--- src/rtl/sdma_pkg.sv ---
// Shared types for the sprite DMA engine.
package sdma_pkg;
    typedef enum logic [1:0] {
        ST_IDLE  = 2'd0,
        ST_ALIGN = 2'd1,
        ST_MOVE  = 2'd2
    } sdma_state_e;
endpackage

--- src/rtl/sdma_parity.sv ---
// sdma_parity: tracks the parity of CPU-executed cycles since reset.
// Assumes one CPU cycle per clk and that cpu_run marks executed cycles.
module sdma_parity (
    input  logic clk,
    input  logic rst_n,
    input  logic cpu_run,
    output logic odd
);
    // Flip parity on each cycle the CPU actually runs.
    always_ff @(posedge clk) begin
        if (!rst_n)       odd <= 1'b0;
        else if (cpu_run) odd <= ~odd;
    end


    parity_hold_chk: assert property (@(posedge clk) disable iff (!rst_n)
        !cpu_run |=> $stable(odd));
endmodule

--- src/rtl/sdma_sequencer.sv ---
// sdma_sequencer: idle / align / move control with read-write phase toggle.
// Assumes start is only raised while idle and last_byte is valid in write phase.
module sdma_sequencer
    import sdma_pkg::*;
(
    input  logic clk,
    input  logic rst_n,
    input  logic start,
    input  logic wait_two,
    input  logic last_byte,
    output logic busy,
    output logic rd_phase,
    output logic wr_phase,
    output logic done
);
    sdma_state_e state;
    logic [1:0]  align_left;
    logic        phase;

    // Advance the transfer state, the alignment count and the phase bit.
    always_ff @(posedge clk) begin
        if (!rst_n) begin
            state      <= ST_IDLE;
            align_left <= 2'd0;
            phase      <= 1'b0;
            done       <= 1'b0;
        end else begin
            done <= 1'b0;
            case (state)
                ST_IDLE: if (start) begin
                    state      <= ST_ALIGN;
                    align_left <= wait_two ? 2'd2 : 2'd1;
                    phase      <= 1'b0;
                end
                ST_ALIGN: begin
                    align_left <= align_left - 2'd1;
                    if (align_left == 2'd1) state <= ST_MOVE;
                end
                ST_MOVE: begin
                    phase <= ~phase;
                    if (phase && last_byte) begin
                        state <= ST_IDLE;
                        done  <= 1'b1;
                    end
                end
                default: state <= ST_IDLE;
            endcase
        end
    end

    // Decode bus phases from the state.
    always_comb begin
        busy     = (state != ST_IDLE);
        rd_phase = (state == ST_MOVE) && !phase;
        wr_phase = (state == ST_MOVE) && phase;
    end


    rd_then_wr_chk: assert property (@(posedge clk) disable iff (!rst_n)
        rd_phase |=> wr_phase);

    wr_then_rd_chk: assert property (@(posedge clk) disable iff (!rst_n)
        (wr_phase && !last_byte) |=> rd_phase);

    done_single_chk: assert property (@(posedge clk) disable iff (!rst_n)
        done |=> !done);

    start_busy_chk: assert property (@(posedge clk) disable iff (!rst_n)
        start |=> (busy && !rd_phase && !wr_phase));
endmodule

--- src/rtl/sdma_addr_gen.sv ---
// sdma_addr_gen: holds the source page, the byte offset and the read data.
// Assumes rd_phase and wr_phase are never high together.
module sdma_addr_gen #(
    parameter int PAGE_W   = 8,
    parameter int OFF_W    = 8,
    parameter int DATA_W   = 8,
    parameter int XFER_LEN = 256
) (
    input  logic                      clk,
    input  logic                      rst_n,
    input  logic                      start,
    input  logic [PAGE_W-1:0]         page_in,
    input  logic                      rd_phase,
    input  logic                      wr_phase,
    input  logic [DATA_W-1:0]         rd_data,
    output logic [PAGE_W+OFF_W-1:0]   src_addr,
    output logic [DATA_W-1:0]         wr_data,
    output logic                      last_byte
);
    logic [PAGE_W-1:0] page_q;
    logic [OFF_W-1:0]  offset_q;
    logic [DATA_W-1:0] data_q;

    // Latch the page on start; step the offset after each write.
    always_ff @(posedge clk) begin
        if (!rst_n) begin
            page_q   <= '0;
            offset_q <= '0;
        end else if (start) begin
            page_q   <= page_in;
            offset_q <= '0;
        end else if (wr_phase) begin
            offset_q <= offset_q + 1'b1;
        end
    end

    // Capture the byte fetched in a read phase.
    always_ff @(posedge clk) begin
        if (!rst_n)        data_q <= '0;
        else if (rd_phase) data_q <= rd_data;
    end

    // Form the source address and the end-of-page flag.
    always_comb begin
        src_addr  = {page_q, offset_q};
        wr_data   = data_q;
        last_byte = (offset_q == OFF_W'(XFER_LEN - 1));
    end
endmodule

--- src/rtl/sprite_dma_engine.sv ---
// sprite_dma_engine: copies one page into the sprite data port while the CPU
// is held. Assumes a same-cycle read response and XFER_LEN a power of two.
module sprite_dma_engine #(
    parameter int                ADDR_W    = 16,
    parameter int                DATA_W    = 8,
    parameter int                XFER_LEN  = 256,
    parameter logic [ADDR_W-1:0] TRIG_ADDR = 16'h4014,
    parameter logic [ADDR_W-1:0] SPR_PORT  = 16'h2004
) (
    input  logic              clk,
    input  logic              rst_n,
    input  logic              cpu_wr_en,
    input  logic              cpu_rd_en,
    input  logic [ADDR_W-1:0] cpu_addr,
    input  logic [DATA_W-1:0] cpu_wdata,
    output logic              trig_rd_ack,
    output logic [DATA_W-1:0] trig_rdata,
    output logic              cpu_run,
    output logic              dma_rd_en,
    output logic [ADDR_W-1:0] dma_rd_addr,
    input  logic [DATA_W-1:0] dma_rd_data,
    output logic              dma_wr_en,
    output logic [ADDR_W-1:0] dma_wr_addr,
    output logic [DATA_W-1:0] dma_wr_data,
    output logic              xfer_done
);
    localparam int OFF_W  = $clog2(XFER_LEN);
    localparam int PAGE_W = ADDR_W - OFF_W;

    logic busy, rd_phase, wr_phase, last_byte, odd, start;
    logic [ADDR_W-1:0] src_addr;
    logic [DATA_W-1:0] wr_data;

    // Decode the trigger write and the trigger read.
    always_comb begin
        start       = cpu_wr_en && (cpu_addr == TRIG_ADDR) && !busy;
        trig_rd_ack = cpu_rd_en && (cpu_addr == TRIG_ADDR);
        trig_rdata  = '0;
    end

    sdma_parity u_parity (
        .clk(clk), .rst_n(rst_n), .cpu_run(cpu_run), .odd(odd)
    );

    sdma_sequencer u_seq (
        .clk(clk), .rst_n(rst_n), .start(start), .wait_two(odd),
        .last_byte(last_byte), .busy(busy), .rd_phase(rd_phase),
        .wr_phase(wr_phase), .done(xfer_done)
    );

    sdma_addr_gen #(
        .PAGE_W(PAGE_W), .OFF_W(OFF_W), .DATA_W(DATA_W), .XFER_LEN(XFER_LEN)
    ) u_addr (
        .clk(clk), .rst_n(rst_n), .start(start),
        .page_in(cpu_wdata[PAGE_W-1:0]), .rd_phase(rd_phase),
        .wr_phase(wr_phase), .rd_data(dma_rd_data), .src_addr(src_addr),
        .wr_data(wr_data), .last_byte(last_byte)
    );

    // Drive the bus-master outputs and the CPU enable.
    always_comb begin
        cpu_run     = !busy;
        dma_rd_en   = rd_phase;
        dma_rd_addr = rd_phase ? src_addr : '0;
        dma_wr_en   = wr_phase;
        dma_wr_addr = wr_phase ? SPR_PORT : '0;
        dma_wr_data = wr_data;
    end


    one_strobe_chk: assert property (@(posedge clk) disable iff (!rst_n)
        !(dma_rd_en && dma_wr_en));

    wr_data_chk: assert property (@(posedge clk) disable iff (!rst_n)
        dma_wr_en |-> ($past(dma_rd_en) && dma_wr_data == $past(dma_rd_data)));

    addr_step_chk: assert property (@(posedge clk) disable iff (!rst_n)
        (dma_rd_en && $past(dma_wr_en)) |-> dma_rd_addr == $past(dma_rd_addr, 2) + 1'b1);

    done_after_wr_chk: assert property (@(posedge clk) disable iff (!rst_n)
        xfer_done |-> ($past(dma_wr_en) && cpu_run));
endmodule

--- config.mk ---
export PLATFORM = sky130hd
export DESIGN_NAME = sprite_dma_engine
export DESIGN_NICKNAME = d
export VERILOG_FILES = /design/src/rtl/sdma_pkg.sv /design/src/rtl/sdma_parity.sv /design/src/rtl/sdma_sequencer.sv /design/src/rtl/sdma_addr_gen.sv /design/src/rtl/sprite_dma_engine.sv
export SDC_FILE = /design/constraint.sdc
export NUM_CORES = 1
export LEC_CHECK = 0
export ABC_AREA = 1
export BUFFER_PORTS_ARGS = -buffer_cell sky130_fd_sc_hd__buf_4
export CAP_MARGIN = 0
export CORE_MARGIN = 1
export CORE_UTILIZATION = 35
export CTS_CLUSTER_DIAMETER = 100
export CTS_CLUSTER_SIZE = 30
export DETAILED_ROUTE_END_ITERATION = 10
export PLACE_DENSITY_LB_ADDON = 0.05
export SYNTH_ARGS = -nofsm -noshare
export SYNTH_HDL_FRONTEND = slang
export SYNTH_SLANG_ARGS = --single-unit
--- constraint.sdc ---
create_clock -name clk -period 3.2 [get_ports clk]
set_input_delay 0.16 -clock clk [delete_from_list [all_inputs] [get_ports clk]]
set_output_delay 0.16 -clock clk [all_outputs]
set_load 0.005 [all_outputs]
Word-level counts from Yosys, hierarchy flattened
Index checks and enable logic that the tools add are counted.
W data, S select, Z words.
{"block": "totals", "regBits": 31, "in_bits": 36, "elab_cells": 50}
{"block": "classes", "n_reduce_logical": 17, "eq_ne": 8, "addsub": 2, "n_bitwise": 3, "n_mux": 12}
{"operator": "$eq A16 B15 Y1 const B", "n": 1}
{"operator": "$mux W16", "n": 1}
{"operator": "$mux W14", "n": 1}
{"operator": "$mux W2", "n": 5}
{"operator": "$add A8 B1 Y8 const B", "n": 1}
{"operator": "$eq A8 B8 Y1 const B", "n": 1}
{"operator": "$logic_and A1 B1 Y1", "n": 6}
{"operator": "$pmux W2 S3", "n": 1}
{"operator": "$reduce_and A2 Y1", "n": 3}
{"operator": "$reduce_bool A2 Y1", "n": 3}
{"operator": "$eq A2 B1 Y1 const B", "n": 2}
{"operator": "$ne A2 B1 Y1 const B", "n": 2}
{"operator": "$pmux W2 S2", "n": 1}
{"operator": "$not A1 Y1", "n": 3}
{"operator": "$reduce_and A3 Y1", "n": 1}
{"operator": "$eq A2 B2 Y1 const B", "n": 1}
{"operator": "$logic_not A1 Y1", "n": 2}
{"operator": "$logic_not A2 Y1", "n": 1}
{"operator": "$mux W1", "n": 2}
{"operator": "$ne A2 B2 Y1 const B", "n": 1}
{"operator": "$pmux W1 S2", "n": 1}
{"operator": "$reduce_or A2 Y1", "n": 1}
{"operator": "$sub A2 B1 Y2 const B", "n": 1}

Depth between registers and ports, before layout
{"block": "logic_depth", "word_depth": 5, "ltp_mapped": 9, "ltp_nobuf": 8}

By module
A second synthesis with hierarchy kept.
{"block": "hier_totals", "cells_unflattened": 249, "hier_area_um2": 1645.3}
{"module": "sdma_addr_gen", "cells_each": 118, "instances": 1, "area_each_um2": 908.4}
{"module": "sprite_dma_engine", "cells_each": 82, "instances": 1, "area_each_um2": 402.9}
{"module": "sdma_sequencer", "cells_each": 44, "instances": 1, "area_each_um2": 299.0}
{"module": "sdma_parity", "cells_each": 5, "instances": 1, "area_each_um2": 35.0}

Worst setup path after synthesis
No wires, ideal clock.
{"block": "synth_timing", "path_kind": "reg-to-reg", "from": "reg u_addr.offset_q[0]", "to": "reg u_addr.offset_q[6]", "setup_ns": 0.121, "period_less_slack_ns": 1.149, "arrival_ns": 1.027, "path_stages_with_launch": 7, "path_slack_ns": 2.051, "path_cell_list": "dfxtp_1 ha_1 nand3_1 nor2_4 nand2_2 xor2_1 nor2_1"}
{"block": "synth_via", "elab_chain_cells": 1}
{"item": "from (decl)", "line": "sdma_addr_gen.sv:21", "rtl": "logic [OFF_W-1:0] offset_q;"}
{"item": "from (signal assigned)", "line": "sdma_addr_gen.sv:33", "rtl": "offset_q <= offset_q + 1'b1;"}
{"item": "$add A8 B1 Y8", "line": "sdma_addr_gen.sv:33"}
Every way passes these cells.
A chain may end at the register's enable or synchronous reset.

Worst setup path after layout
{"block": "layout_timing", "from": "reg u_seq.state[1]", "to": "out dma_rd_en"}
{"block": "layout_via", "elab_chain_cells": 2}
{"item": "from (decl)", "line": "sdma_sequencer.sv:16", "rtl": "sdma_state_e state;"}
{"item": "from (signal assigned)", "line": "sdma_sequencer.sv:23", "rtl": "state <= ST_IDLE;"}
{"item": "from (signal assigned)", "line": "sdma_sequencer.sv:31", "rtl": "state <= ST_ALIGN;"}
{"item": "from (signal assigned)", "line": "sdma_sequencer.sv:37", "rtl": "if (align_left == 2'd1) state <= ST_MOVE;"}
{"item": "$eq A2 B2 Y1", "line": "sdma_sequencer.sv:54", "rtl": "rd_phase = (state == ST_MOVE) && !phase;"}
{"item": "$logic_and A1 B1 Y1", "line": "sdma_sequencer.sv:54"}
{"item": "to (decl)", "line": "sprite_dma_engine.sv:19", "rtl": "output logic dma_rd_en,"}
Every way passes these cells.

==> flow_summary_export.csv <==
group,metric,value,unit
routing,vias,1547,
routing,postRouteAntennaNets,0,
clocking,clkTransAtPathRegs,60,ps
status,status,"finished with violations",
die,fp.dieArea,5070,µm²
clocking,hold_buffers,0,
routing,dr_wl_met3,214,µm
sta,fin_crit_sh,54.2,%
die,core,4470,µm²
status,failed_checks,"design-rule violations",
power,pwr-share-clk,43.0,%
global_routing,grt_max_degree,26,
synthesis,synth_top_cell_area_share,37.0,%
critical_path,critPathKind,"reg -> out",
synthesis,yosysTopAreaCell,"dfxtp_1",
die,ios,89,
die,start_util,37.5,%
critical_path,worst_ep_arrival_time,1570,ps
routing,drt_pre_antenna_iters,7,
power,power_frac_comb,6.8,%
power,p_int,0.000613,W
routing,drc,4,
power,seqPwrFrac,50.2,%
power,cellPowerDensity,351,nW/µm²
cells_and_area,drive_above_1_share,28.8,%
synthesis,syn_area,1680,µm²
placement,dp_hpwl,2520,µm
synthesis,syn_area_per_cell,6.77,µm²
cells_and_area,area_delta_synth_final,31.2,%
power,p_sw_share,20.5,%
die,dieHeight,71.2,µm
flow_run,drv_cap,0,
synthesis,yosys-top-cells-area,"dfxtp_1 (37%), nand2_1 (13%), buf_4 (11%), nor2_1 (9.6%), inv_1 (6.0%)",
clocking,clock_path_buffers,2,
synthesis,synth_edf_count,0,
clocking,cts-root-buf,"clkbuf_8",
global_routing,grt_pass1_wl,5590,µm
routing,wl_met1,1540,µm
global_routing,grt_overflow_total,0,
global_routing,grt_pass1_vias,1375,
placement,place.gp.congestion,0.832,
clocking,clock-sinks,31,
die,die_x,71.2,µm
clocking,htree_levels,2,
sta,setup_tns,0,ps
synthesis,ys_seq_area_share,37.0,%
sta,hold_slack,104,ps
synthesis,ys_types,28,
min_path,min_path_type,"in -> reg",
cells_and_area,fin_area,2200,µm²
critical_path,cp_max_fo,25,
power,p_switching,0.000158,W
routing,wl_per_cell,9.20,µm
clocking,post_cts_buffers,0,
routing,drt-total-wl,3360,µm
clocking,cts_tree,"done",
routing,top_layer,"met4",
die,std_cell_rows,24,
clocking,clk_latency,280,ps
critical_path,startpoint_type,"register",
routing,drtIter0Drc,73,
global_routing,grt_usage,14.2,%
critical_path,critical_path_required,3040,ps
sta,min_period,1730,ps
power,leakage,1.07,nW
power,totalPowerFinal,0.000772,W
global_routing,antenna_found_initial,0,
sta,slew_violations,0,
synthesis,ys_seq_elements,31,
synthesis,synthFlopType,"dfxtp_1",
routing,vias_per_cell,4.24,
clocking,cts_resized,0,
sta,skew,2.11,ps
synthesis,synth_most_common_cell,"nand2_1",
routing,wl_met2,1530,µm
synthesis,ys_warn_count,0,
placement,dpl_cell_area,2100,µm²
cells_and_area,layout.nets,350,
sta,setup_viol,0,
clocking,numCtsBuffers,5,
sta,rsz0062_at_grt,"no",
cells_and_area,n_antenna_cell,0,
sta,timing.fmax,577,MHz
critical_path,end_kind,"output port",
synthesis,netlist_instances,248,
power,ir_drop,0.000174,V
synthesis,ys_async_sr_fraction,0,%
synthesis,synth_top_cells_by_count,"nand2_1 (58), nor2_1 (43), dfxtp_1 (31), inv_1 (27), buf_4 (25)",
placement,port_buffers,66,
sta,hold_viol_final,0,
state kept, by name (all words and copies together), names as in the netlist:
signal            flops
u_seq.done            1
u_addr.page_q         8
u_addr.wr_data        8
u_seq.state           2
u_seq.align_left      2
u_parity.odd          1
u_addr.offset_q       8
u_seq.phase           1
routing by layer:
layer,vias to the layer above,GRT usage (%)
li1,833,-
met1,651,16.5
met2,57,23.5
met3,6,4.36
met4,0,7.33
met5,-,0
per-stage QoR:
stage / instances / setup slack, ps / util, %
after global placement: 357 / 1650 / 47.0
after global routing: 365 / 1290 / 49.2
after floorplan: 269 / 2050 / -
after CTS: 365 / 1400 / 49.2
after detailed placement: 357 / 1660 / 47.0
final: 365 / 1470 / 49.2
kinds of logic after synthesis:
family                     Yosys count  synth area share [%]
DFF                                 31                  37.0
adders and majority gates            2                  1.49
AOI/OAI and AO/OA                   24                  7.46
other                                1                 0.223
and+or+nand+nor                    127                  33.2
xor gates and xnor gates             1                 0.522
buffers and inverters               62                  20.1
cell type report:
type,count,area [µm²]
fill,501,2270
multi-input combinational,176,798
sequential,31,621
timing repair buffer,66,495
inverter,32,121
clock buffer,8,100
tap,52,65.1
power groups by stage:
stage	Clock, W	Sequential [W]	Combinational, W
3_5_place_dp	0	0.000396	0.0000530
4_1_cts	0.000347	0.000387	0.0000531
3_3_place_gp	0	0.000396	0.0000524
6_report	0.000332	0.000387	0.0000525
5_1_grt	0.000364	0.000387	0.0000591
2_1_floorplan	0	0.000396	0.0000372
cells in the final DEF, fill, tap and decap left out, drive strengths merged:
master,instances
dfxtp,31
or2,1
nor4,1
xor2,1
ha,2
clkbuf,8
o21ai,3
inv,31
o31ai,1
nor3,4
clkinv,1
a21oi,19
o21bai,1
nand3,9
conb,22
buf,66
nor2,49
nand2,62
and3,1
critical path: stages (launching register included):
cell,delay (ps)
dfxtp_1,350
inv_2,60
nor2_4,160
nand2_2,320
inv_2,260
buf_4,140
path summary, 6_finish.rpt:
kind | from | to | slack, ps | cells after the start
setup / recovery | u_seq.state[1] | dma_rd_en | 1470 | 5
hold / removal | cpu_wdata[7] | u_addr.page_q[7] | 100 | 3
setup reg to reg | u_seq.state[0] | u_addr.offset_q[6] | 1680 | 6
hold reg to reg | u_addr.wr_data[4] | u_addr.wr_data[4] | 460 | 2
No activity file was read; power rests on OpenSTA's default activity.
